File: src/rtl/pit_chan_pkg.sv
package pit_chan_pkg;

    typedef enum logic [1:0] {
        ST_IDLE  = 2'd0,
        ST_COUNT = 2'd1,
        ST_TERM  = 2'd2,
        ST_DONE  = 2'd3
    } tc_state_e;

    typedef enum logic [2:0] {
        MD_LEVEL  = 3'd0,
        MD_SHOT   = 3'd1,
        MD_RATE   = 3'd2,
        MD_SQUARE = 3'd3,
        MD_SWSTB  = 3'd4,
        MD_HWSTB  = 3'd5
    } tc_mode_e;

    // codes 6 and 7 alias the two periodic modes
    function automatic tc_mode_e fold_mode(input logic [2:0] code);
        if (code[2:1] == 2'b11) return tc_mode_e'({1'b0, code[1:0]});
        return tc_mode_e'(code);
    endfunction

    function automatic logic gate_pauses(input tc_mode_e m);
        return (m == MD_LEVEL) || (m == MD_SWSTB);
    endfunction

endpackage

File: src/rtl/pit_seq.sv
module pit_seq
    import pit_chan_pkg::*;
#(
    parameter int CW = 16
) (
    input  logic          clk,
    input  logic          rst_n,
    input  logic          restart,
    input  logic          step,
    input  logic [CW:0]   start_val,
    output logic [CW-1:0] down,
    output logic          running,
    output logic          at_term,
    output logic          reached
);
    localparam int NW = CW + 1;

    tc_state_e       state_q, state_d;
    logic [NW-1:0]   left_q;
    logic [CW-1:0]   down_q;

    // next-state logic
    always_comb begin
        state_d = state_q;
        if (restart) begin
            state_d = ST_COUNT;
        end else if (step) begin
            unique case (state_q)
                ST_IDLE:  state_d = ST_IDLE;
                ST_COUNT: state_d = (left_q == NW'(1)) ? ST_TERM : ST_COUNT;
                ST_TERM:  state_d = ST_DONE;
                ST_DONE:  state_d = ST_DONE;
                default:  state_d = ST_IDLE;
            endcase
        end
    end

    // state register
    always_ff @(posedge clk) begin
        if (!rst_n) state_q <= ST_IDLE;
        else        state_q <= state_d;
    end

    // counters
    always_ff @(posedge clk) begin
        if (!rst_n) begin
            left_q <= '0;
            down_q <= '0;
        end else if (restart) begin
            left_q <= start_val;
            down_q <= start_val[CW-1:0];
        end else if (step) begin
            down_q <= down_q - CW'(1);
            if (state_q == ST_COUNT) left_q <= left_q - NW'(1);
        end
    end

    // outputs
    always_comb begin
        down    = down_q;
        running = (state_q != ST_IDLE);
        at_term = (state_q == ST_TERM);
        reached = (state_q == ST_TERM) || (state_q == ST_DONE);
    end

    assert_restart_arms_R2: assert property (@(posedge clk) disable iff (!rst_n)
        restart |=> (running && !reached));

endmodule

File: src/rtl/pit_phase.sv
module pit_phase #(
    parameter int CW = 16
) (
    input  logic        clk,
    input  logic        rst_n,
    input  logic        restart,
    input  logic        step,
    input  logic [CW:0] period,
    output logic [CW:0] phase,
    output logic [CW:0] phase2,
    output logic        started
);
    localparam int NW = CW + 1;

    logic [NW-1:0] ph_q, ph2_q;
    logic          started_q;
    logic [NW-1:0] ph_inc;
    logic [NW:0]   ph2_sum;

    always_comb begin
        ph_inc  = ph_q + NW'(1);
        ph2_sum = {1'b0, ph2_q} + (NW+1)'(2);
    end

    always_ff @(posedge clk) begin
        if (!rst_n || restart) begin
            ph_q      <= '0;
            ph2_q     <= '0;
            started_q <= 1'b0;
        end else if (step) begin
            started_q <= 1'b1;
            ph_q      <= (ph_inc == period) ? '0 : ph_inc;
            if (period == NW'(1))
                ph2_q <= '0;
            else if (ph2_sum >= {1'b0, period})
                ph2_q <= NW'(ph2_sum - {1'b0, period});
            else
                ph2_q <= NW'(ph2_sum);
        end
    end

    assign phase   = ph_q;
    assign phase2  = ph2_q;
    assign started = started_q;

    assert_phase_bound_R5: assert property (@(posedge clk) disable iff (!rst_n)
        (step && !restart && period != '0) |=> (ph_q < period));

endmodule

File: src/rtl/pit_view.sv
module pit_view
    import pit_chan_pkg::*;
#(
    parameter int CW = 16
) (
    input  tc_mode_e      mode,
    input  logic [CW:0]   period,
    input  logic [CW-1:0] down,
    input  logic          running,
    input  logic          at_term,
    input  logic          reached,
    input  logic [CW:0]   phase,
    input  logic [CW:0]   phase2,
    input  logic          started,
    output logic          out,
    output logic [CW-1:0] count
);
    localparam int NW = CW + 1;

    logic [NW-1:0] half;
    logic [NW-1:0] rate_left, sq_left;

    always_comb begin
        half      = NW'(({1'b0, period} + (NW+1)'(1)) >> 1);
        rate_left = period - phase;
        sq_left   = period - phase2;
        out       = 1'b0;
        count     = down;
        unique case (mode)
            MD_LEVEL, MD_SHOT: out = reached;
            MD_RATE: begin
                out   = started && (phase == '0);
                count = rate_left[CW-1:0];
            end
            MD_SQUARE: begin
                out   = running && (phase < half);
                count = sq_left[CW-1:0];
            end
            MD_SWSTB, MD_HWSTB: out = at_term;
            default: out = 1'b0;
        endcase
    end

endmodule

File: src/rtl/pit_channel.sv
module pit_channel
    import pit_chan_pkg::*;
#(
    parameter int CW = 16
) (
    input  logic          clk,
    input  logic          rst_n,
    input  logic          tick,
    input  logic          load,
    input  logic [CW-1:0] load_val,
    input  logic [2:0]    mode_sel,
    input  logic          gate,
    output logic          out,
    output logic [CW-1:0] count
);
    localparam int NW = CW + 1;

    tc_mode_e      mode_q;
    logic [NW-1:0] period_q;
    logic          gate_q;
    logic [NW-1:0] load_n, start_val;
    logic          restart, step, retrig;
    logic [CW-1:0] down;
    logic          running, at_term, reached, started;
    logic [NW-1:0] phase, phase2;

    always_comb begin
        load_n    = (load_val == '0) ? (NW'(1) << CW) : {1'b0, load_val};
        retrig    = gate && !gate_q && running && !gate_pauses(mode_q);
        restart   = load || retrig;
        start_val = load ? load_n : period_q;
        step      = tick && running && !restart && (gate || !gate_pauses(mode_q));
    end

    always_ff @(posedge clk) begin
        if (!rst_n) begin
            mode_q   <= MD_LEVEL;
            period_q <= '0;
            gate_q   <= 1'b0;
        end else begin
            gate_q <= gate;
            if (load) begin
                mode_q   <= fold_mode(mode_sel);
                period_q <= load_n;
            end
        end
    end

    pit_seq #(.CW(CW)) u_seq (
        .clk(clk), .rst_n(rst_n), .restart(restart), .step(step),
        .start_val(start_val), .down(down), .running(running),
        .at_term(at_term), .reached(reached)
    );

    pit_phase #(.CW(CW)) u_phase (
        .clk(clk), .rst_n(rst_n), .restart(restart), .step(step),
        .period(period_q), .phase(phase), .phase2(phase2), .started(started)
    );

    pit_view #(.CW(CW)) u_view (
        .mode(mode_q), .period(period_q), .down(down), .running(running),
        .at_term(at_term), .reached(reached), .phase(phase), .phase2(phase2),
        .started(started), .out(out), .count(count)
    );

    assert_level_sticky_R3: assert property (@(posedge clk) disable iff (!rst_n)
        ((mode_q == MD_LEVEL || mode_q == MD_SHOT) && out && !restart) |=> out);

    assert_strobe_single_R7: assert property (@(posedge clk) disable iff (!rst_n)
        ((mode_q == MD_SWSTB || mode_q == MD_HWSTB) && out && step) |=> !out);

    assert_rate_pulse_R5: assert property (@(posedge clk) disable iff (!rst_n)
        (mode_q == MD_RATE && out && step && period_q != NW'(1)) |=> !out);

    assert_count_down_R4: assert property (@(posedge clk) disable iff (!rst_n)
        ((mode_q == MD_LEVEL || mode_q == MD_SHOT || mode_q == MD_SWSTB ||
          mode_q == MD_HWSTB) && step) |=> (count == $past(count) - CW'(1)));

    assert_gate_pause_R8: assert property (@(posedge clk) disable iff (!rst_n)
        (gate_pauses(mode_q) && running && !gate && !load) |=> ($stable(count) && $stable(out)));

endmodule

File: config.mk
export PLATFORM = sky130hd
export DESIGN_NAME = pit_channel
export DESIGN_NICKNAME = d
export VERILOG_FILES = /design/src/rtl/pit_chan_pkg.sv /design/src/rtl/pit_seq.sv /design/src/rtl/pit_phase.sv /design/src/rtl/pit_view.sv /design/src/rtl/pit_channel.sv
export SDC_FILE = /design/constraint.sdc
export NUM_CORES = 1
export LEC_CHECK = 0
export BUFFER_PORTS_ARGS = -buffer_cell sky130_fd_sc_hd__buf_2
export CAP_MARGIN = 15
export CORE_UTILIZATION = 55
export CTS_CLUSTER_SIZE = 30
export DETAILED_ROUTE_END_ITERATION = 16
export PLACE_DENSITY = 0.73
export RECOVER_POWER = 50
export SLEW_MARGIN = 15
export SYNTH_ARGS = -nofsm -noshare
export SYNTH_HDL_FRONTEND = slang
export SYNTH_SLANG_ARGS = --single-unit
export TNS_END_PERCENT = 1
File: constraint.sdc
create_clock -name clk -period 9.6 [get_ports clk]
set_clock_uncertainty 0.15 [all_clocks]
set_input_delay 1.44 -clock clk [delete_from_list [all_inputs] [get_ports clk]]
set_output_delay 1.44 -clock clk [all_outputs]
set_load 0.01 [all_outputs]
==> impl_table.tex <==
\begin{tabular}{lr}
\hline
Metric & Value \\
\hline
\multicolumn{2}{l}{\textbf{CTS}} \\
TritonCTS clock tree & yes \\
Cts hold-fix bufs & 0 \\
Buffers from clock root to sink, at most & 2 \\
Depth of the CTS H-tree & 3 \\
Clk Tree Root Cell & sky130\_fd\_sc\_hd\_\_clkbuf\_16 \\
Clk sink count & 91 \\
Clock slew at reported path FFs & 0.07 ns \\
Number of buffers created by CTS & 9 \\
Resized Gates After CTS & 0 \\
Clock Latency Late Sink & 0.36 ns \\
Post-CTS setup buffer count & 0 \\
\multicolumn{2}{l}{\textbf{Routing}} \\
Residual DRC count & 0 \\
Antenna viol nets, final & 0 \\
Mean number of vias per cell & 6.20 \\
Starting DRT DRC Count & 720 \\
DR WL/cell & 18.6 um \\
DR vias & 7,181 \\
First-pass iteration count of the detailed router & 5 \\
Detailed Route WL & 21.6 mm \\
\multicolumn{2}{l}{\textbf{STA}} \\
Share of the clock period used by the worst path & 61.3\% \\
Final number of max-transition violations & 49 \\
Worst slew margin & -38.9\% \\
Final worst hold slack & 0.349 ns \\
Final critical path time including I/O delays and setup & 5.89 ns \\
Total negative slack for setup checks & 0 ns \\
Final hold vios & 0 \\
Fmax & 0.170 GHz \\
Worst-Margin Slew & 2.08 ns \\
Setup repair after global routing missed its margin & no \\
Final setup violation count & 0 \\
\multicolumn{2}{l}{\textbf{Pwr}} \\
Max VDD drop & 0.125 mV \\
PwrDens & 123 mW/mm\^{}2 \\
Leakage power summed over all cells & 3.22 nW \\
\multicolumn{2}{l}{\textbf{Placement}} \\
Half-perimeter wire length after placement & 16.5 mm \\
RD Place Congestion & 0.984 \\
Number of placed cells counting well taps & 1,143 \\
Count of port buffers added during placement & 40 \\
\multicolumn{2}{l}{\textbf{Synthesis}} \\
Post-synthesis cell area & 0.00759 sq mm \\
Leading post-synthesis cells by cell area & sky130\_fd\_sc\_hd\_\_dfxtp\_1 24\%, sky130\_fd\_sc\_hd\_\_ha\_1 9.2\%, sky130\_fd\_sc\_hd\_\_xnor2\_1 8.9\% \\
Fraction of synthesis flops using an asynchronous set or reset pin & 0\% \\
Cells after synthesis & 972 \\
Area fraction of the dominant cell type after synthesis & 24.0\% \\
Share of the yosys chip area belonging to registers & 24.0\% \\
Number of storage elements in the synthesis netlist & 91 \\
Mean instance size in the synthesized netlist & 7.80 sq um \\
Cell type contributing the most total cell area after synthesis & sky130\_fd\_sc\_hd\_\_dfxtp\_1 \\
Yosys warns & 0 \\
Synth Net Count & 1,054 \\
Number of distinct library cells after synthesis & 70 \\
EDFF count, synth & 0 \\
Ys flop type & sky130\_fd\_sc\_hd\_\_dfxtp\_1 \\
\multicolumn{2}{l}{\textbf{Worst setup path}} \\
Critical path buffer and inverter count & 1 \\
Arrival time at the worst endpoint & 4.30 ns \\
CP max stage delay & 0.74 ns \\
Critical path's most frequent cell & sky130\_fd\_sc\_hd\_\_a21oi\_1 \\
Worst Path Class, Setup & reg2out \\
Required arrival time at the worst endpoint & 8.01 ns \\
Largest fanout of any net on the critical path & 21 \\
Cell type of the slowest stage on the worst timing path & sky130\_fd\_sc\_hd\_\_nand3b\_1 \\
Critical path capture point type & output port \\
Startpoint type of the worst setup path & register \\
Cells traversed along the worst timing path & nand3b\_1, mux2i\_1, ha\_1, o21ai\_0, a21oi\_1, o41ai\_1, a211oi\_1, or3\_1, a21oi\_1, xor2\_1, o21ai\_1, buf\_2 \\
CP top delay family & compound AO/OA/AOI/OAI gates \\
\multicolumn{2}{l}{\textbf{Min path}} \\
HP Class & reg2reg \\
\multicolumn{2}{l}{\textbf{Die}} \\
Area of the core & 0.0133 sq mm \\
Overall die width & 119 um \\
Height of the chip & 119 um \\
Die Footprint & 0.0143 sq mm \\
Total I/O pin count & 41 \\
Initial core utilization & 56.8\% \\
Number of rows created at floorplan & 42 \\
\multicolumn{2}{l}{\textbf{Finish}} \\
Fillcell total & 1,273 \\
Area occupied by multi-input gates & 0.00540 sq mm \\
Storage cell area & 0.00182 sq mm \\
Filler-free cell count of the finished design & 1,159 \\
Inserted Diodes & 0 \\
Net count of the finished layout & 1,060 \\
Layout cells sized above 1 & 8.75\% \\
Relative area change from synthesis to final layout & 6.47\% \\
\multicolumn{2}{l}{\textbf{Global routing}} \\
Remaining Overflow, GRT & 0 \\
Wire length of the first global-routing pass & 34.7 mm \\
Antenna violations before repair & 0 \\
Largest net degree at the start of global routing & 49 \\
Tot GR Track Use & 31.2\% \\
Number of global-route vias before repair & 6,455 \\
\multicolumn{2}{l}{\textbf{Run status}} \\
Outcome & finished, violations left \\
Failing checks & capacitance limit, slew limit \\
\multicolumn{2}{l}{\textbf{Flow run}} \\
Maximum Capacitance Violations & 1 \\
\hline
\end{tabular}
==> worst min-delay path, stage by stage (launching register included) <==
cell and delay, ns:
sky130_fd_sc_hd__dfxtp_1 0.33, sky130_fd_sc_hd__nand2_1 0.07, sky130_fd_sc_hd__a21oi_1 0.05
==> logic make-up after synthesis <==
kind of cell	synth area share (%)
flip-flops	24.0
multiplexers	3.33
AO/OA/AOI/OAI	19.0
adder cells (fa/ha/maj)	9.76
XOR/XNOR	13.1
buffers and inverters	4.82
AND/OR/NAND/NOR	25.9
==> through the flow <==
step / setup WS (ns) / total power [W] / util (%) / cell area, sq um
final: 3.71 / 0.000994 / 60.5 / 8080
after global routing: 3.54 / 0.00104 / 60.5 / 8080
after CTS: 3.79 / 0.000996 / 60.6 / 8090
after detailed placement: 4.21 / 0.000639 / 58.4 / 7790
after global placement: 4.34 / 0.000637 / 58.4 / 7790
after floorplan: 4.86 / 0.000580 / - / 7590
==> registers in the layout, summed over array words and instances (netlist names) <==
register and flops:
u_phase.phase 17, u_seq.state_q 2, u_phase.started 1, u_seq.down 16, mode_q 3, u_seq.left_q 17, u_phase.phase2 17, gate_q 1
period_q 17
==> path summary, 6_finish.rpt <==
path                                                  endpoint  cells past startpoint                            from  slack [ns]
worst min register to register          mode_q[2]$_SDFFE_PN0P_                      2          mode_q[2]$_SDFFE_PN0P_        0.35
worst min-delay path                    mode_q[2]$_SDFFE_PN0P_                      2          mode_q[2]$_SDFFE_PN0P_        0.35
worst max register to register  u_phase.phase2[5]$_SDFFE_PP0P_                     14  u_phase.phase2[2]$_SDFFE_PP0P_        4.87
worst max-delay path                                 count[13]                     12          mode_q[0]$_SDFFE_PN0P_        3.71
==> layout make-up <==
type	count	area share (%)
clock buffer	9	2.79
sequential	91	22.6
timing repair buffer	43	2.68
multi-input combinational	799	66.8
clock inverter	7	0.868
tap	176	2.73
inverter	34	1.58
==> power by group <==
part           switching, W  internal [W]  total [W]
Clock              0.000175      0.000184   0.000359
Combinational      0.000128     0.0000884   0.000217
Sequential        0.0000248      0.000394   0.000419
==> metal layers <==
layer / vias up / part of all wire (%) / global-route usage, %
li1: 3494 / - / -
met1: 3383 / 47 / 45.2
met2: 267 / 43 / 45.3
met3: 37 / 6.7 / 5.65
met4: 0 / 3.3 / 12.1
met5: - / 0 / 0
==> placed cells by master (no fill, tap or decap), drive strengths merged, types with 3 or more instances in the layout <==
cell     n
or3     16
nand3b   6
or4      6
dfxtp   91
nor3    27
buf     40
ha      56
o211ai   4
o22ai    4
and3     8
nand4   19
nor4b    6
nor2b    8
a211oi   5
o21a     9
o31a     4
a21oi   79
xor2    35
inv     38
o21ai   73
clkbuf  12
a31oi    9
a41oi    4
o31ai    3
mux2i   23
nand2b  13
nand3   44
a21o    17
xnor2   78
a32oi    3
nor2    68
o21bai   5
nor4    25
and2    21
nor3b    6
nand2   93
==> Yosys cell counts (23+ instances only) <==
cell type	number
sky130_fd_sc_hd__nand2_1	92
sky130_fd_sc_hd__dfxtp_1	91
sky130_fd_sc_hd__xnor2_1	77
sky130_fd_sc_hd__o21ai_0	71
sky130_fd_sc_hd__a21oi_1	69
sky130_fd_sc_hd__nor2_1	68
sky130_fd_sc_hd__ha_1	56
sky130_fd_sc_hd__nand3_1	42
sky130_fd_sc_hd__xor2_1	35
sky130_fd_sc_hd__inv_1	34
sky130_fd_sc_hd__clkbuf_1	27
sky130_fd_sc_hd__nor3_1	24
sky130_fd_sc_hd__mux2i_1	23
No activity file was read; power rests on OpenSTA's default activity.
